File: src/rtl/qe_trace_slicer.sv
module qe_trace_slicer #(
  parameter int W   = 32,
  parameter int M   = 163,
  parameter int WNW = 3
) (
  input  logic           clk,
  input  logic           rst_n,
  input  logic           call_valid,
  input  logic           call_trace,
  input  logic [WNW-1:0] word_num,
  input  logic [W-1:0]   opa,
  input  logic [W-1:0]   opb,
  output logic [W-1:0]   result
);
  localparam int NW     = (M + W - 1) / W;
  localparam int LASTW  = NW - 1;
  localparam int TAIL   = NW * W - M;
  localparam int TCALLS = (NW + 1) / 2;
  localparam logic [W-1:0] VMASK = {W{1'b1}} << TAIL;
  localparam logic [W-1:0] XMASK = {W{1'b1}} << (TAIL + 1);

  logic           carry_q;
  logic           cin, is_last, solve_ok, trace_ok, tpar;
  logic [W-1:0]   a_eff, pfx, ta, tb;
  logic [WNW:0]   ia, ib;

  function automatic logic [W-1:0] word_sel(input logic [WNW:0] idx, input logic [W-1:0] w);
    if (idx > (WNW+1)'(LASTW))  return '0;
    if (idx == (WNW+1)'(LASTW)) return w & VMASK;
    return w;
  endfunction

  assign cin      = (word_num == '0) ? 1'b0 : carry_q;
  assign is_last  = (word_num == WNW'(LASTW));
  assign solve_ok = !call_trace && (word_num <= WNW'(LASTW));
  assign trace_ok = call_trace && (word_num < WNW'(TCALLS));
  assign a_eff    = is_last ? (opa & VMASK) : opa;

  always_comb begin
    logic c;
    c = cin;
    for (int j = W - 1; j >= 0; j--) begin
      c      = c ^ a_eff[j];
      pfx[j] = c;
    end
  end

  assign ia   = {word_num, 1'b0};
  assign ib   = {word_num, 1'b1};
  assign ta   = word_sel(ia, opa);
  assign tb   = word_sel(ib, opb);
  assign tpar = cin ^ (^ta) ^ (^tb);

  always_comb begin
    result = '0;
    if (call_valid) begin
      if (solve_ok)      result = is_last ? (pfx & XMASK) : pfx;
      else if (trace_ok) result = {{(W-1){1'b0}}, tpar};
    end
  end

  always_ff @(posedge clk or negedge rst_n) begin
    if (!rst_n) carry_q <= 1'b0;
    else if (call_valid) begin
      if (solve_ok)      carry_q <= is_last ? 1'b0 : pfx[0];
      else if (trace_ok) carry_q <= tpar;
    end
  end
endmodule

File: config.mk
export PLATFORM = sky130hd
export DESIGN_NAME = qe_trace_slicer
export DESIGN_NICKNAME = d
export VERILOG_FILES = /design/src/rtl/qe_trace_slicer.sv
export SDC_FILE = /design/constraint.sdc
export NUM_CORES = 1
export LEC_CHECK = 0
export CELL_PAD_IN_SITES_DETAIL_PLACEMENT = 0
export CELL_PAD_IN_SITES_GLOBAL_PLACEMENT = 1
export CORE_MARGIN = 2
export CORE_UTILIZATION = 27
export DETAILED_ROUTE_END_ITERATION = 8
export GPL_TIMING_DRIVEN = 0
export PLACE_DENSITY = 0.88
export SLEW_MARGIN = 20
export SYNTH_ARGS = -nofsm -noshare
export SYNTH_HDL_FRONTEND = slang
export SYNTH_SLANG_ARGS = --single-unit
File: constraint.sdc
create_clock -name clk -period 8.5 [get_ports clk]
set_input_delay 1.7 -clock clk [delete_from_list [all_inputs] [get_ports clk]]
set_output_delay 1.7 -clock clk [all_outputs]
set_load 0.01 [all_outputs]
After elaboration in Yosys (flattened, before gate mapping)
Index checks and enable logic that the tools add are counted.
- reduce and logical (&&, ||, !) cells: 8
- bitwise operators: 34
- $lt $le $gt $ge: 4
- equal/unequal tests: 2
- multiplexer cells: 21
- operators by type and width (cell ; number):
    32-bit two-way mux ; 9
    32-bit XOR reduction ; 2
    1-bit bitwise XOR ; 34
    30-bit two-way mux ; 1
    29-bit two-way mux ; 1
    1-bit two-way mux ; 10
    4-bit by 3-bit > comparator with 1-bit output (second input constant) ; 2
    3-bit by 2-bit == test with 1-bit output (second input constant) ; 1
    3-bit == test (second input constant) ; 1
    3-bit less-or-equal comparator (second input constant) ; 1
    3-bit logical NOT ; 1
    3-bit by 2-bit < comparator with 1-bit output (second input constant) ; 1
    1-bit logical AND ; 2
    2-bit AND reduction ; 1
    2-bit nonzero test ; 1
    1-bit logical NOT ; 1
- logic and storage cells: 70
- input bits: 71
- register bits after elaboration: 1
- output and inout port bits: 32

Longest topological paths before layout
Gate-level depths: netlist of run 1.
- word-level depth: 37
- mapped depth: 8
- depth with buffers taken out: 7

Least setup slack after synthesis of run 1
OpenSTA, ideal clock, no wires.
- path kind: in2out
- start: in opa[28]
- end: out result[1]
- data required time: 6.800 ns
- setup slack: 3.079 ns
- buffers on the path: 1
- arrival: 3.721 ns
- cell stages on the path: 8
- cell sequence: xnor2_1 -> xor3_1 -> xnor2_1 -> nand2_1 -> xor2_1 -> buf_2 -> xnor3_1 -> nor2_1
- word-level cells in the longest chain between the ends: 32
- ends and longest elaborated chain (element ; RTL line ; text):
    from (decl) ; 11 ; input logic [W-1:0] opa,
    29-bit two-way mux ; 37 ; assign a_eff = is_last ? (opa & VMASK) : opa;
    1-bit bitwise XOR (28 in series) ; 43 ; c = c ^ a_eff[j];
    30-bit two-way mux ; 57 ; if (solve_ok) result = is_last ? (pfx & XMASK) : pfx;
    32-bit two-way mux ; 57 ;
    32-bit two-way mux ; 56 ; if (call_valid) begin
    to (decl) ; 13 ; output logic [W-1:0] result
Every way passes these cells.

Final worst setup path of run 1
Ends and elaborated chain as after synthesis.

==> results of run 1 <==
## cells in the mapped netlist (2+ instances only)
| library cell | n |
|---|---|
| xnor2_1 | 49 |
| nor2_1 | 27 |
| xor2_1 | 16 |
| xnor3_1 | 14 |
| nand2_1 | 10 |
| mux2i_1 | 5 |
| or3_1 | 5 |
| xor3_1 | 5 |
| clkbuf_1 | 4 |
| and2_1 | 3 |
| buf_2 | 2 |
| nand2b_1 | 2 |
| xor2_2 | 2 |
## worst min-delay path, stage by stage, from the launching register on
cell	delay, ns
dfrtp_1	0.33
nor2_1	0.05
nand2_1	0.05
o21ai_0	0.06
o21ba_1	0.21
## cells by family after synthesis
| group | synth area share (%) |
|---|---|
| xor+xnor | 73.3 |
| simple gates | 15.7 |
| compound gates | 4.16 |
| buf+inv | 1.91 |
| mux | 3.33 |
| flops | 1.67 |
## routing by layer
metal	routed length, microns	track usage [%]	vias to the layer above
met3	177	0.575	0
met2	1990	23.8	45
met4	0	0.351	0
met1	1550	15.7	608
li1	-	-	732
met5	0	0	-
## stage by stage
step / hold slack (ns) / area, sq um / power (mW)
CTS: 0.740 / 2610 / 0.640
floorplan: 0.691 / 1500 / 0.476
finish: 0.741 / 2610 / 0.631
detailed placement: 0.740 / 2610 / 0.637
global route: 0.828 / 2610 / 0.683
global placement: 0.732 / 2610 / 0.632
## area by class of cell
type	instances	share of cell area [%]
multi-input combinational	154	55.4
timing repair buffer	102	39.1
tap	72	3.45
sequential	1	0.957
buffer	6	0.957
inverter	1	0.144
## power by group
part           switching (mW)  internal, mW
logic                   0.237         0.385
clock network               0             0
registers             0.00141       0.00744
## path summary, 6_finish.rpt
path | slack [ns] | to | cells past startpoint | from
min in group asynchronous | 1.85 | carry_q | 1 | rst_n
min | 0.74 | carry_q | 4 | carry_q
max in group asynchronous | 6.55 | carry_q | 1 | rst_n
max reg2reg | 6.23 | carry_q | 8 | carry_q
max | 1.85 | result[1] | 10 | opa[28]
min reg2reg | 0.74 | carry_q | 4 | carry_q
==> run_results.csv, run 1 <==
group,metric,value,unit
routing,first_pass_iters,4,
floorplanning,die_w,78.6,microns
sta,finalCritPeriodShare,78.2,%
layout,regMostFlops,"carry_q",
synthesis,yosysTopAreaCell,"xnor2_1",
setup_path,cp_top_family,"XOR/XNOR gates",
setup_path,start_kind,"input port",
global_routing,antenna_found_initial,0,
routing,drtAntennaViolNets,0,
layout,final_core_util,48.1,%
power_and_ir_drop,p_per_area,241,nW/um^2
setup_path,critical-path-slowest-cell,"clkdlybuf4s50_1",
synthesis,synth_area,1500,sq um
sta,clock_skew,0,ns
setup_path,crit_required,6.80,ns
sta,min_period,6.65,ns
synthesis,syn_inst,162,
layout,nFillCells,539,
clocking,cts_setup_buffers,0,
synthesis,synth_nets,233,
floorplanning,rows,27,
layout,drive_gt1_share,3.03,%
synthesis,synth-seq-cells,1,
layout,diodes,0,
global_routing,grt_max_degree,11,
setup_path,critPathBufInv,3,
sta,slew-limit-headroom,67.3,%
sta,setup_violations,0,
sta,rsz0062_at_grt,"false",
global_routing,grt.overflow.total,0,
routing,drtIter0Drc,26,
placement,gp_congestion,0.801,
flow_run,maxCapViolCount,0,
setup_path,cp_max_fo,10,
routing,routedWlPerCell,11.0,microns
min_path,hp-class,"flip-flop to flip-flop",
synthesis,synth-seq-area-share,1.67,%
synthesis,synth_top_cell_area_share,28.6,%
sta,drv_slew,0,
synthesis,ys_warn_count,0,
sta,tightest_slew,0.488,ns
synthesis,async_flop_share,100,%
power_and_ir_drop,p_leak,1.08,nW
routing,wl,3710,microns
layout,fin_nets,337,
placement,dp_hpwl,3250,microns
synthesis,synth_ff_type,"dfrtp_1",
routing,drc_errors,0,
setup_path,cp-end-kind,"output pin",
layout,final_cell_mix,"clkdlybuf4s50_1, xnor2_1, nor2_1",
floorplanning,core,5440,sq um
synthesis,syn_area_per_cell,9.28,sq um
layout,reg_top3,"carry_q: 1 flops",
power_and_ir_drop,ir_worst_vdd,0.197,mV
layout,largest_reg_flops,1,
synthesis,ys_top_cells_by_area,"xnor2_1, xnor3_1, xor2_1",
sta,final_hold_viol_count,0,
floorplanning,start_util,27.6,%
global_routing,track_usage,12.3,%
floorplanning,die_h,78.6,microns
routing,vias_per_cell,4.12,
global_routing,grt_pass1_vias,1433,
clocking,clk_pin_slew,0,ns
synthesis,synth_enable_flop_cells,0,
synthesis,netlist-cell-type-count,31,
floorplanning,dieArea,6180,sq um
layout,final-seq-area,25.0,sq um
setup_path,critical_path.max_stage_delay,0.56,ns
sta,fmax,0.150,GHz
clocking,ctsHoldBuffers,0,
sta,setup_slack,1.85,ns
placement,io_buffer_count,102,
placement,dp_cells,336,
run_status,status,"completed",
sta,timing.setup.tns,0,ns
setup_path,path_class,"input port to output pin",
layout,multiInputGateArea,1450,sq um
floorplanning,io-pin-count,103,
setup_path,cp_data_arrival_time,4.95,ns
layout,final_cells,336,
global_routing,grt_pass1_wl,6350,microns
layout,area_growth,73.9,%
layout,layout_commonest_cell,"clkdlybuf4s50_1",
clocking,clock_latency,0,ns
clocking,cts_resized,0,
setup_path,cp_cell_sequence,"clkdlybuf4s50_1, xnor2_1, xor3_1, xnor2_1, nand2_1, xor2_1, buf_2, xnor3_1, nor2_1, clkdlybuf4s50_1",
placement,pre_cts_slack,1.79,ns
routing,num_vias,1385,
Note: power is estimated with default switching activity, not from simulation.
==> inputs of run 2 (changes only) <==
--- a/config.mk
+++ b/config.mk
@@ -8,10 +8,10 @@
 export CELL_PAD_IN_SITES_DETAIL_PLACEMENT = 0
 export CELL_PAD_IN_SITES_GLOBAL_PLACEMENT = 1
 export CORE_MARGIN = 2
-export CORE_UTILIZATION = 27
+export CORE_UTILIZATION = 23
 export DETAILED_ROUTE_END_ITERATION = 8
 export GPL_TIMING_DRIVEN = 0
-export PLACE_DENSITY = 0.88
+export PLACE_DENSITY = 0.8
 export SLEW_MARGIN = 20
 export SYNTH_ARGS = -nofsm -noshare
 export SYNTH_HDL_FRONTEND = slang
==> constraint.sdc (replaced) <==
create_clock -name clk -period 5.6 [get_ports clk]
set_input_delay 1.12 -clock clk [delete_from_list [all_inputs] [get_ports clk]]
set_output_delay 1.12 -clock clk [all_outputs]
set_load 0.01 [all_outputs]
==> run 2 against run 1 <==
Routed wire length rose by 7.5%; cell count increased by 1.5%; register-to-register slack lost 2.9 ns; critical endpoint unchanged; largest power group unchanged; highest routed layer unchanged.
==> run_results.csv, run 2 (same netlist as run 1, synthesis figures left out) <==
group,metric,value,unit
run_status,status,"completed",
floorplanning,die_w,84.8,microns
sta,rsz0062_at_grt,"false",
global_routing,grt_max_degree,11,
power_and_ir_drop,switching_share,38.1,%
global_routing,grt_pass1_vias,1467,
sta,clock_skew,0,ns
power_and_ir_drop,p_sw,369,uW
power_and_ir_drop,p_per_area,367,nW/um^2
setup_path,cp_data_arrival_time,4.26,ns
sta,fmax,0.186,GHz
layout,diodes,0,
clocking,clk_pin_slew,0,ns
power_and_ir_drop,pwr-share-clk,0,%
routing,num_vias,1412,
setup_path,path_class,"input port to output pin",
global_routing,track_usage,11.0,%
floorplanning,rows,29,
sta,timing.setup.tns,0,ns
routing,drtAntennaViolNets,0,
layout,drive_gt1_share,3.79,%
setup_path,cp_max_fo,10,
min_path,hp-start,"carry_q",
layout,multiInputGateArea,1460,sq um
clocking,clock_latency,0,ns
routing,wl,3990,microns
floorplanning,start_util,23.7,%
global_routing,grt.overflow.total,0,
placement,io_buffer_count,102,
placement,dp_hpwl,3500,microns
setup_path,r2r_setup_slack,3.35,ns
floorplanning,die_h,84.8,microns
layout,fin_nets,337,
sta,slew-limit-headroom,67.5,%
power_and_ir_drop,p_leak,1.09,nW
layout,area_growth,75.4,%
sta,finalCritPeriodShare,96.0,%
routing,drtIter0Drc,5,
global_routing,antenna_found_initial,0,
layout,final_core_util,41.5,%
sta,final_hold_viol_count,0,
power_and_ir_drop,pwr-share-comb,98.7,%
power_and_ir_drop,pwr-share-seq,1.3,%
layout,final_cell_mix,"clkdlybuf4s50_1, xnor2_1, nor2_1",
routing,first_pass_iters,3,
setup_path,reg2regPathDepth,8,
layout,regMostFlops,"carry_q",
power_and_ir_drop,ir_worst_vdd,0.177,mV
layout,reg_top3,"carry_q: 1 flops",
setup_path,cp-end-kind,"output pin",
sta,tightest_slew,0.486,ns
min_path,holdPathEnd,"carry_q",
routing,drc_errors,0,
floorplanning,core,6350,sq um
layout,nFillCells,635,
placement,gp_congestion,0.765,
setup_path,r2r_start,"carry_q",
power_and_ir_drop,p_int,599,uW
placement,pre_cts_slack,0.0651,ns
sta,drv_slew,0,
routing,vias_per_cell,4.14,
min_path,min_path_cells,4,
sta,setup_slack,0.223,ns
clocking,cts_setup_buffers,0,
floorplanning,dieArea,7200,sq um
layout,largest_reg_flops,1,
layout,layout_commonest_cell,"clkdlybuf4s50_1",
floorplanning,io-pin-count,103,
sta,min_period,5.38,ns
setup_path,crit_required,4.48,ns
setup_path,r2r_end,"carry_q",
sta,setup_violations,0,
setup_path,start_kind,"input port",
flow_run,maxCapViolCount,0,
layout,final-seq-area,25.0,sq um
global_routing,grt_pass1_wl,6730,microns
routing,routedWlPerCell,11.7,microns
min_path,hp-class,"flip-flop to flip-flop",
[run 2: critical path, cell delays in order]
cell	delay, ns
clkdlybuf4s50_1	0.49
xnor2_2	0.25
xor3_1	0.43
xnor2_2	0.29
nand2_1	0.11
xor2_1	0.18
buf_2	0.30
xnor3_1	0.45
nor2_1	0.09
clkdlybuf4s50_1	0.56
[run 2: worst max-delay path by stage]
stage,slack [ns],end,from,cells after the start
global placement,0.08,result[1],opa[28],10
detailed placement,0.07,result[1],opa[28],10
CTS,0.07,result[1],opa[28],10
global route,0.01,result[1],word_num[2],9
finish,0.22,result[1],opa[28],10
floorplan,1.34,result[1],opa[28],8
[run 2: power groups by stage]
stage          Combinational [mW]  Sequential, mW  Clock, mW
2_1_floorplan               0.710          0.0127          0
3_3_place_gp                0.954          0.0129          0
3_5_place_dp                0.962          0.0128          0
4_1_cts                     0.966          0.0129          0
5_1_grt                      1.04          0.0131          0
6_report                    0.955          0.0129          0
[run 2: timing repair]
| action | 4_1_cts | 5_1_grt |
|---|---|---|
| hold buffers | 0 | 0 |
| endpoints found under the setup margin | 0 | 5 |
| resized for setup | 0 | 2 |
[run 2: final cells by class]
type	instances	area share, %
plain buffers	6	0.950
inverters	1	0.142
multi-input cells	154	55.6
flip-flops and latches	1	0.950
well taps	77	3.66
repair buffers	102	38.7
[run 2: metrics by stage]
stage | hold slack (ns) | instance area, sq um | cells | power, mW
3_5_place_dp | 0.732 | 2620 | 341 | 0.975
4_1_cts | 0.733 | 2620 | 341 | 0.979
5_1_grt | 0.817 | 2640 | 341 | 1.05
6_report | 0.723 | 2640 | 341 | 0.968
3_3_place_gp | 0.721 | 2620 | 341 | 0.967
2_1_floorplan | 0.691 | 1500 | 162 | 0.723
[run 2: metal layers]
layer  GRT usage, %  vias up  wire length (microns)
met2           20.9       44                   2060
met5              0        -                      0
li1               -      732                      -
met1           14.7      636                   1750
met4              0        0                      0
met3          0.681        0                    169
